===== config.mk =====
export PLATFORM = sky130hd
export DESIGN_NAME = ipcos_monitor
export DESIGN_NICKNAME = d
export VERILOG_FILES = /design/src/rtl/ipcos_pkg.sv /design/src/rtl/ipcos_strobe.sv /design/src/rtl/ipcos_startup.sv /design/src/rtl/ipcos_chan.sv /design/src/rtl/ipcos_monitor.sv
export SDC_FILE = /design/constraint.sdc
export NUM_CORES = 1
export LEC_CHECK = 0
export BUFFER_PORTS_ARGS = -buffer_cell sky130_fd_sc_hd__buf_4
export CORE_MARGIN = 1.5
export CORE_UTILIZATION = 55
export DETAILED_ROUTE_END_ITERATION = 7
export GPL_TIMING_DRIVEN = 0
export HOLD_SLACK_MARGIN = 0.06
export PLACE_DENSITY = 0.77
export SKIP_LAST_GASP = 1
export SYNTH_ARGS = -nofsm -noshare
export SYNTH_HDL_FRONTEND = slang
export SYNTH_HIERARCHICAL = 1
export SYNTH_SLANG_ARGS = --single-unit

===== constraint.sdc =====
create_clock -name clk -period 2.6 [get_ports clk]
set_input_delay 0.52 -clock clk [delete_from_list [all_inputs] [get_ports clk]]
set_output_delay 0.52 -clock clk [all_outputs]
set_load 0.005 [all_outputs]

===== src/rtl/ipcos_pkg.sv =====
// Package: shared widths and types of the change-of-state detector.
// Assumes the status byte layout is fixed: levels low nibble, flags high.
package ipcos_pkg;
    localparam int NPINS  = 3;
    localparam int STAT_W = 8;
    localparam int FLAG_LSB = 4;

    typedef logic [NPINS-1:0]  pinvec_t;
    typedef logic [STAT_W-1:0] stat_t;

    // Pack levels and flags into the CPU-visible byte; spare bits are zero.
    function automatic stat_t pack_status(pinvec_t lvl, pinvec_t flg);
        stat_t s;
        s = '0;
        s[NPINS-1:0]                = lvl;
        s[FLAG_LSB+NPINS-1:FLAG_LSB] = flg;
        return s;
    endfunction
endpackage


===== src/rtl/ipcos_strobe.sv =====
// Module: free-running divider producing the filter sample strobe.
// Assumes DIV >= 2; one strobe cycle every DIV clock cycles.
module ipcos_strobe #(
    parameter int DIV = 3125
) (
    input  logic clk,
    input  logic rst_n,
    output logic tick_o
);
    localparam int CNT_W = (DIV > 2) ? $clog2(DIV) : 1;
    localparam logic [CNT_W-1:0] LAST = CNT_W'(DIV - 1);

    logic [CNT_W-1:0] cnt_q;

    assign tick_o = (cnt_q == LAST);

    // Count 0..DIV-1 and wrap.
    always_ff @(posedge clk) begin
        if (!rst_n)       cnt_q <= '0;
        else if (tick_o)  cnt_q <= '0;
        else              cnt_q <= cnt_q + 1'b1;
    end

    AST_TICK_SPACED: assert property (@(posedge clk) disable iff (!rst_n)
        tick_o |=> !tick_o);
endmodule


===== src/rtl/ipcos_startup.sv =====
// Module: holds the detector idle until START_TICKS serial-clock strobes
// have passed after reset, then issues a one-cycle load and stays running.
// Assumes ser_tick is a single-cycle strobe.
module ipcos_startup #(
    parameter int START_TICKS = 2
) (
    input  logic clk,
    input  logic rst_n,
    input  logic ser_tick,
    output logic load_o,
    output logic run_o
);
    localparam int CNT_W = $clog2(START_TICKS + 1);
    localparam logic [CNT_W-1:0] LAST = CNT_W'(START_TICKS - 1);

    logic [CNT_W-1:0] cnt_q;
    logic             run_q;

    assign load_o = ser_tick && !run_q && (cnt_q == LAST);
    assign run_o  = run_q;

    // Count serial strobes until the start point.
    always_ff @(posedge clk) begin
        if (!rst_n)                  cnt_q <= '0;
        else if (ser_tick && !run_q) cnt_q <= cnt_q + 1'b1;
    end

    // Latch the running state at the start point.
    always_ff @(posedge clk) begin
        if (!rst_n)      run_q <= 1'b0;
        else if (load_o) run_q <= 1'b1;
    end

    AST_START_ON_SER: assert property (@(posedge clk) disable iff (!rst_n)
        $rose(run_q) |-> $past(ser_tick));
    AST_RUN_STAYS: assert property (@(posedge clk) disable iff (!rst_n)
        run_q |=> run_q);
endmodule


===== src/rtl/ipcos_chan.sv =====
// Module: one pin channel: two-flop synchronizer followed by a filter that
// accepts a differing level only on its second consecutive sample strobe.
// Assumes pin_i is asynchronous; load_i copies the synchronized pin directly.
module ipcos_chan (
    input  logic clk,
    input  logic rst_n,
    input  logic pin_i,
    input  logic tick_i,
    input  logic run_i,
    input  logic load_i,
    output logic sync_o,
    output logic level_o,
    output logic chg_o
);
    logic meta_q, sync_q, stable_q, cand_q;
    logic differ;

    assign differ  = (sync_q != stable_q);
    assign chg_o   = run_i && tick_i && differ && cand_q;
    assign sync_o  = sync_q;
    assign level_o = stable_q;

    // Bring the pin into the clock domain.
    always_ff @(posedge clk) begin
        if (!rst_n) begin
            meta_q <= 1'b1;
            sync_q <= 1'b1;
        end else begin
            meta_q <= pin_i;
            sync_q <= meta_q;
        end
    end

    // Track the filtered level and whether the last strobe saw a difference.
    always_ff @(posedge clk) begin
        if (!rst_n) begin
            stable_q <= 1'b1;
            cand_q   <= 1'b0;
        end else if (load_i) begin
            stable_q <= sync_q;
            cand_q   <= 1'b0;
        end else if (run_i && tick_i) begin
            if (chg_o) begin
                stable_q <= sync_q;
                cand_q   <= 1'b0;
            end else begin
                cand_q   <= differ;
            end
        end
    end

    AST_LEVEL_ON_STROBE: assert property (@(posedge clk) disable iff (!rst_n)
        !$stable(stable_q) |-> ($past(tick_i) || $past(load_i)));
    AST_CAND_FIRST: assert property (@(posedge clk) disable iff (!rst_n)
        (!$stable(stable_q) && !$past(load_i)) |-> $past(cand_q));
endmodule


===== src/rtl/ipcos_monitor.sv =====
// Module: top of the input-port change-of-state detector. Holds the sticky
// flags, the write-only enables and the registered interrupt, and forms the
// status byte. Assumes rd_stb and wr_stb are single-cycle strobes.
module ipcos_monitor
    import ipcos_pkg::*;
#(
    parameter int              TICK_DIV    = 3125,
    parameter int              START_TICKS = 2,
    parameter logic [NPINS-1:0] CTS_MASK   = 3'b011
) (
    input  logic             clk,
    input  logic             rst_n,
    input  logic             ser_tick,
    input  logic [NPINS-1:0] pins_i,
    input  logic             rd_stb,
    input  logic             wr_stb,
    input  logic [NPINS-1:0] wr_data,
    output logic [STAT_W-1:0] status_o,
    output logic             cos_any_o,
    output logic             irq_o
);
    logic    tick, load, run;
    pinvec_t sync_v, level_v, chg_v, set_v;
    pinvec_t flag_q, ien_q;
    logic    irq_q;

    ipcos_strobe #(.DIV(TICK_DIV)) u_strobe (
        .clk(clk), .rst_n(rst_n), .tick_o(tick)
    );

    ipcos_startup #(.START_TICKS(START_TICKS)) u_start (
        .clk(clk), .rst_n(rst_n), .ser_tick(ser_tick),
        .load_o(load), .run_o(run)
    );

    for (genvar i = 0; i < NPINS; i++) begin : g_chan
        ipcos_chan u_chan (
            .clk(clk), .rst_n(rst_n), .pin_i(pins_i[i]),
            .tick_i(tick), .run_i(run), .load_i(load),
            .sync_o(sync_v[i]), .level_o(level_v[i]), .chg_o(chg_v[i])
        );
    end

    // Flag sources: filtered transitions plus handshake pins low at start.
    assign set_v = chg_v | (load ? (CTS_MASK & ~sync_v) : '0);

    // Sticky flags: a read clears, a same-cycle set wins.
    always_ff @(posedge clk) begin
        if (!rst_n) flag_q <= '0;
        else        flag_q <= (rd_stb ? '0 : flag_q) | set_v;
    end

    // Write-only enable field.
    always_ff @(posedge clk) begin
        if (!rst_n)      ien_q <= '0;
        else if (wr_stb) ien_q <= wr_data;
    end

    // Registered interrupt request.
    always_ff @(posedge clk) begin
        if (!rst_n) irq_q <= 1'b0;
        else        irq_q <= |(flag_q & ien_q);
    end

    assign status_o  = pack_status(run ? level_v : '1, flag_q);
    assign cos_any_o = |flag_q;
    assign irq_o     = irq_q;

    AST_RSVD_ZERO: assert property (@(posedge clk) disable iff (!rst_n)
        (status_o[7] == 1'b0) && (status_o[3] == 1'b0));
    AST_IDLE_NO_FLAG: assert property (@(posedge clk) disable iff (!rst_n)
        !run |-> (flag_q == '0));
    AST_READ_CLEARS: assert property (@(posedge clk) disable iff (!rst_n)
        (rd_stb && set_v == '0) |=> (flag_q == '0));
    AST_SET_SURVIVES: assert property (@(posedge clk) disable iff (!rst_n)
        (set_v != '0) |=> ((flag_q & $past(set_v)) == $past(set_v)));
    AST_IRQ_QUIET: assert property (@(posedge clk) disable iff (!rst_n)
        ((flag_q & ien_q) == '0) |=> !irq_o);
    AST_IRQ_RAISE: assert property (@(posedge clk) disable iff (!rst_n)
        ((flag_q & ien_q) != '0) |=> irq_o);
endmodule


# After elaboration in Yosys (flattened, before gate mapping)
# Index checks and enable logic that the tools add are counted.
# op_classes
add_sub_neg	2
n_mul	0
n_div	0
n_lt_le_gt_ge	0
n_eq_ne	5
shifts	0
muxes	15
bitwise_logic	5
reduce_logical	21
# ops
op	count
$add A12 B1 Y12 const B	1
$eq A12 B12 Y1 const B	1
$mux W1	12
$logic_and A1 B1 Y1	9
$reduce_bool A2 Y1	4
$mux W3	2
$reduce_and A2 Y1	3
$reduce_or A3 Y1	2
$reduce_or A2 Y1	2
$and A3 B3 Y3	1
$ne A1 B1 Y1	3
$or A3 B2 Y3	1
$or A3 B3 Y3	1
$add A2 B1 Y2 const B	1
$eq A2 B1 Y1 const B	1
$mux W2	1
$not A2 Y2	1
$logic_not A1 Y1	1
$not A1 Y1	1
# totals
register_bits	34
latchBits	0
ramBits	0
romBits	0
inputBits	11
mem_count	0

# Logic depth before layout (Yosys ltp)
# logic_depth
word_depth	7
depth_mapped	7
depth_no_buf	7

# Hierarchy
# Netlist, hierarchy kept.
# modules_own_cells
module	instances	cells_each	area_per_inst_um2	seq_area_each_um2
ipcos_strobe	1	62	570.5	240.2
ipcos_chan	3	16	157.7	80.1
ipcos_monitor	1	30	305.3	140.1
ipcos_startup	1	15	138.9	60.1

# Least setup slack after synthesis
# OpenSTA, ideal clock, no wires.
# synth_timing
path_kind	reg-to-reg
from	reg u_strobe.cnt_q[0]
to	reg g_chan[0].u_chan.cand_q
setup_time_ps	66
t_arrival_ps	1968
t_required_ps	2534
path_slack_ps	566
stages_incl_launch_ff	8
n_path_buf	0
path_cell_list	dfxtp_1 inv_1 ha_1 or2b_2 nor4_1 nand2_1 or3_1 a21oi_2
# synth_between
elab_chain_len	5
# synth_rtl
element	line_no	source
from (decl)	ipcos_strobe.sv:13	logic [CNT_W-1:0] cnt_q;
from (signal assigned)	ipcos_strobe.sv:21	else cnt_q <= cnt_q + 1'b1;
$eq A12 B12 Y1 *	ipcos_strobe.sv:15	assign tick_o = (cnt_q == LAST);
via tick	ipcos_monitor.sv:22	logic tick, load, run;
$logic_and A1 B1 Y1 *	ipcos_chan.sv:19, ipcos_chan.sv:42	
$logic_and A1 B1 Y1 (2 in series)	ipcos_chan.sv:19	assign chg_o = run_i && tick_i && differ && cand_q;
$mux W1	ipcos_chan.sv:43	if (chg_o) begin
to (signal assigned)	ipcos_chan.sv:47	cand_q <= differ;
to (decl)	ipcos_chan.sv:15	logic meta_q, sync_q, stable_q, cand_q;
# Mark *: on every way through the listed nets, which the timed path passes. The rest lies on a longest branch.
# A chain may end at the register's enable or synchronous reset.

# Worst setup path in the final report
# layout_timing
from	reg u_strobe.cnt_q[0]
to	reg flag_q[2]
# layout_between
elab_chain_len	6
# layout_rtl
element	line_no	source
$eq A12 B12 Y1	ipcos_strobe.sv:15	
via tick	ipcos_monitor.sv:22	
$logic_and A1 B1 Y1 (3 in series)	ipcos_chan.sv:19	
via chg_v[2]	ipcos_monitor.sv:23	pinvec_t sync_v, level_v, chg_v, set_v;
$or A3 B2 Y3	ipcos_monitor.sv:45	assign set_v = chg_v | (load ? (CTS_MASK & ~sync_v) : '0);
$or A3 B3 Y3	ipcos_monitor.sv:50	else flag_q <= (rd_stb ? '0 : flag_q) | set_v;
to (signal assigned)	ipcos_monitor.sv:50	
to (decl)	ipcos_monitor.sv:24	pinvec_t flag_q, ien_q;
# The timed path passes the listed nets, and every way through them passes these cells.

==> results.sh <==
export IMPL_wl_um=2749
export IMPL_rsz0062_at_grt="false"
export IMPL_die_w_um=55.01
export IMPL_viasPerCell=5.493
export IMPL_cts_root_buffer="clkbuf_4"
export IMPL_max_stage_delay_ns=0.55
export IMPL_initial_core_util_pct=58.98
export IMPL_fin_tns_setup_ns=0
export IMPL_crit_fanout=6
export IMPL_grt_pass1_vias=1117
export IMPL_status="finished, final reports clean"
export IMPL_fin_worst_skew_ns=0.01028
export IMPL_synthesis_area_um2=1488
export IMPL_whs_ns=0.3659
export IMPL_max_freq_mhz=457.3
export IMPL_hold_violations=0
export IMPL_rows=18
export IMPL_grt_pass1_wl_um=4512
export IMPL_pin_count=21
export IMPL_synth_top_area_share_pct=45.75
export IMPL_place_area_um2=1664
export IMPL_synth_cell_types=34
export IMPL_start_kind="flop"
export IMPL_fin_crit_sh_pct=84.11
export IMPL_ant_nets=0
export IMPL_grt_most_used_layer="met2"
export IMPL_diodes=0
export IMPL_p_per_area_nw_per_um2=520.7
export IMPL_power_total_w=0.0008932
export IMPL_yosys_warnings=6
export IMPL_antenna_found_initial=0
export IMPL_crit_required_ns=2.89
export IMPL_path_delay_family="simple AND/OR/NAND/NOR gates"
export IMPL_synth_seq_cells=34
export IMPL_crit_path_end_kind="flop"
export IMPL_drc_errors=0
export IMPL_cts_tree="yes"
export IMPL_mostFrequentLayoutCells="34 x dfxtp_1, 20 x buf_4, 13 x nand2_1"
export IMPL_fin_nets=195
export IMPL_grt_max_degree=25
export IMPL_worst_path_buf_inv=1
export IMPL_wl_per_cell_um=13.03
export IMPL_yosysSeqAreaShare_pct=45.75
export IMPL_port_buffers=18
export IMPL_finalSetupViolCount=0
export IMPL_synth_area_leader_cell="dfxtp_1"
export IMPL_gp_congestion=0.7394
export IMPL_tightest_slew_ns=0.6196
export IMPL_dp_hpwl_um=1943
export IMPL_die_h_um=55.01
export IMPL_htreeDepth=2
export IMPL_postSynthCellCount=155
export IMPL_detail_route_first_pass_iterations=4
export IMPL_fillCellCount=219
export IMPL_synth_area_top_cells="dfxtp_1 46%, nand2b_1 5.0%, nor2b_1 4.6%"
export IMPL_insertion_delay_ns=0.33
export IMPL_critPathKind="flop to flop"
export IMPL_area_growth_pct=15.31
export IMPL_core_area_um2=2522
export IMPL_numClockSinks=34
export IMPL_clk_path_buf_depth=2
export IMPL_crit_path_cell_trace="inv_1 > ha_1 > or2b_2 > nor4_2 > nand2_1 > nor3b_1 > o21a_1"
export IMPL_worstPathArrival_ns=2.47
export IMPL_vdd_ir_drop_max_uv=538.2
export IMPL_layout_commonest_cell="dfxtp_1"
export IMPL_dieArea_um2=3026
export IMPL_use_met3_pct=5.914
export IMPL_overflow=0
export IMPL_initialDrtViolationCount=28
export IMPL_p_leak_nw=0.6599
export IMPL_slew_headroom_pct=58.35
export IMPL_clk_pin_slew_ns=0.10
export IMPL_max_cap_viol_count=0
export IMPL_numCtsBuffers=5
export IMPL_grtUsageMet2_pct=35.91
export IMPL_use_met1_pct=24.28
export IMPL_cts_hold_buf=0
export IMPL_grt_use_total_pct=21.27
export IMPL_drv_slew=0
export IMPL_min_path_type="primary input to flop"
export IMPL_cp_slowest_cell="nor4_2"
export IMPL_drive_above_1_share_pct=18.23
export IMPL_min_period_ns=2.187
export IMPL_fin_area_um2=1715
export IMPL_vias=1159
export IMPL_syn_area_per_cell_um2=9.598
## layout make-up
| cell class | count | area, um2 | share of cell area (%) |
|---|---|---|---|
| clock buffer | 7 | 45.04 | 2.626 |
| tap | 30 | 37.54 | 2.188 |
| sequential | 34 | 680.7 | 39.68 |
| buffer | 3 | 26.28 | 1.532 |
| multi-input combinational | 114 | 772.0 | 45.00 |
| timing repair buffer | 18 | 135.1 | 7.877 |
| inverter | 5 | 18.77 | 1.094 |
## cell families (layout without fill, tap and decap cells)
logic type	after synthesis	in the layout	synth area share [%]
other	1	2	0.2521
XOR/XNOR	6	6	3.532
adder cells (fa/ha/maj)	3	3	2.523
AND/OR/NAND/NOR	69	69	27.08
multiplexers	6	6	4.037
AO/OA/AOI/OAI	28	28	13.79
buffers and inverters	8	33	3.028
flip-flops	34	34	45.75
## registers in the layout, summed over array words and instances (netlist names)
name                   count
u_strobe/cnt_q            12
ien_q                      3
u_start/run_o              1
flag_q                     3
u_start/cnt_q              2
g_chan.u_chan/cand_q       3
g_chan.u_chan/meta_q       3
g_chan.u_chan/level_o      3
g_chan.u_chan/sync_o       3
irq_o                      1
## per-layer routing
metal / wire [um] / vias to the layer above
li1: - / 594
met1: 1256 / 532
met2: 1331 / 25
met3: 105 / 8
met4: 55 / 0
met5: 0 / -
## synthesized netlist by cell type
cell and count:
dfxtp_1 34, nand2_1 13, nand2b_1 12, nor2b_1 11, or3_1 9, a21oi_1 8, mux2i_1 6, nor2_1 6
inv_1 5, o21ai_0 5, xnor2_1 5, a21oi_2 3, a31oi_1 3, ha_1 3, nand3_1 3, nand4_1 3
nor3b_1 3, o31ai_1 3, or4_1 3, buf_4 2, o31a_1 2, a222oi_1 1, buf_6 1, conb_1 1
nand3_2 1, nand3b_1 1, nand4b_1 1, nand4bb_1 1, nor4_1 1, o211a_1 1, o21a_1 1, o41ai_4 1
or2b_2 1, xor2_1 1
## timing repair
action / 4_1_cts / 5_1_grt
gates resized for setup: 0 / 1
endpoints found under the setup margin: 0 / 1
buffers inserted: 0 / 0
## stage by stage
step | worst slack, ns | utilization, % | std cells
2_1_floorplan | 0.5665 | - | 156
3_3_place_gp | 0.2702 | 65.97 | 204
3_5_place_dp | 0.1985 | 65.97 | 204
4_1_cts | 0.1714 | 67.76 | 211
5_1_grt | 0.3028 | 68.01 | 211
6_report | 0.4130 | 68.01 | 211
## power breakdown
part	internal, W	switching (W)	total, W
clock network	0.000102	0.000163	0.000265
logic	0.0000413	0.0000350	0.0000762
registers	0.000537	0.0000148	0.000552
## path summary, 6_finish.rpt
check | start | endpoint | slack (ns) | cells past startpoint
max | u_strobe/cnt_q[0] | flag_q[2] | 0.41 | 7
min | pins_i[1] | g_chan[1].u_chan/meta_q | 0.37 | 2
max reg2reg | u_strobe/cnt_q[0] | flag_q[2] | 0.41 | 7
min reg2reg | g_chan[0].u_chan/meta_q | g_chan[0].u_chan/sync_o | 0.42 | 1
Note: power is estimated with default switching activity, not from simulation.
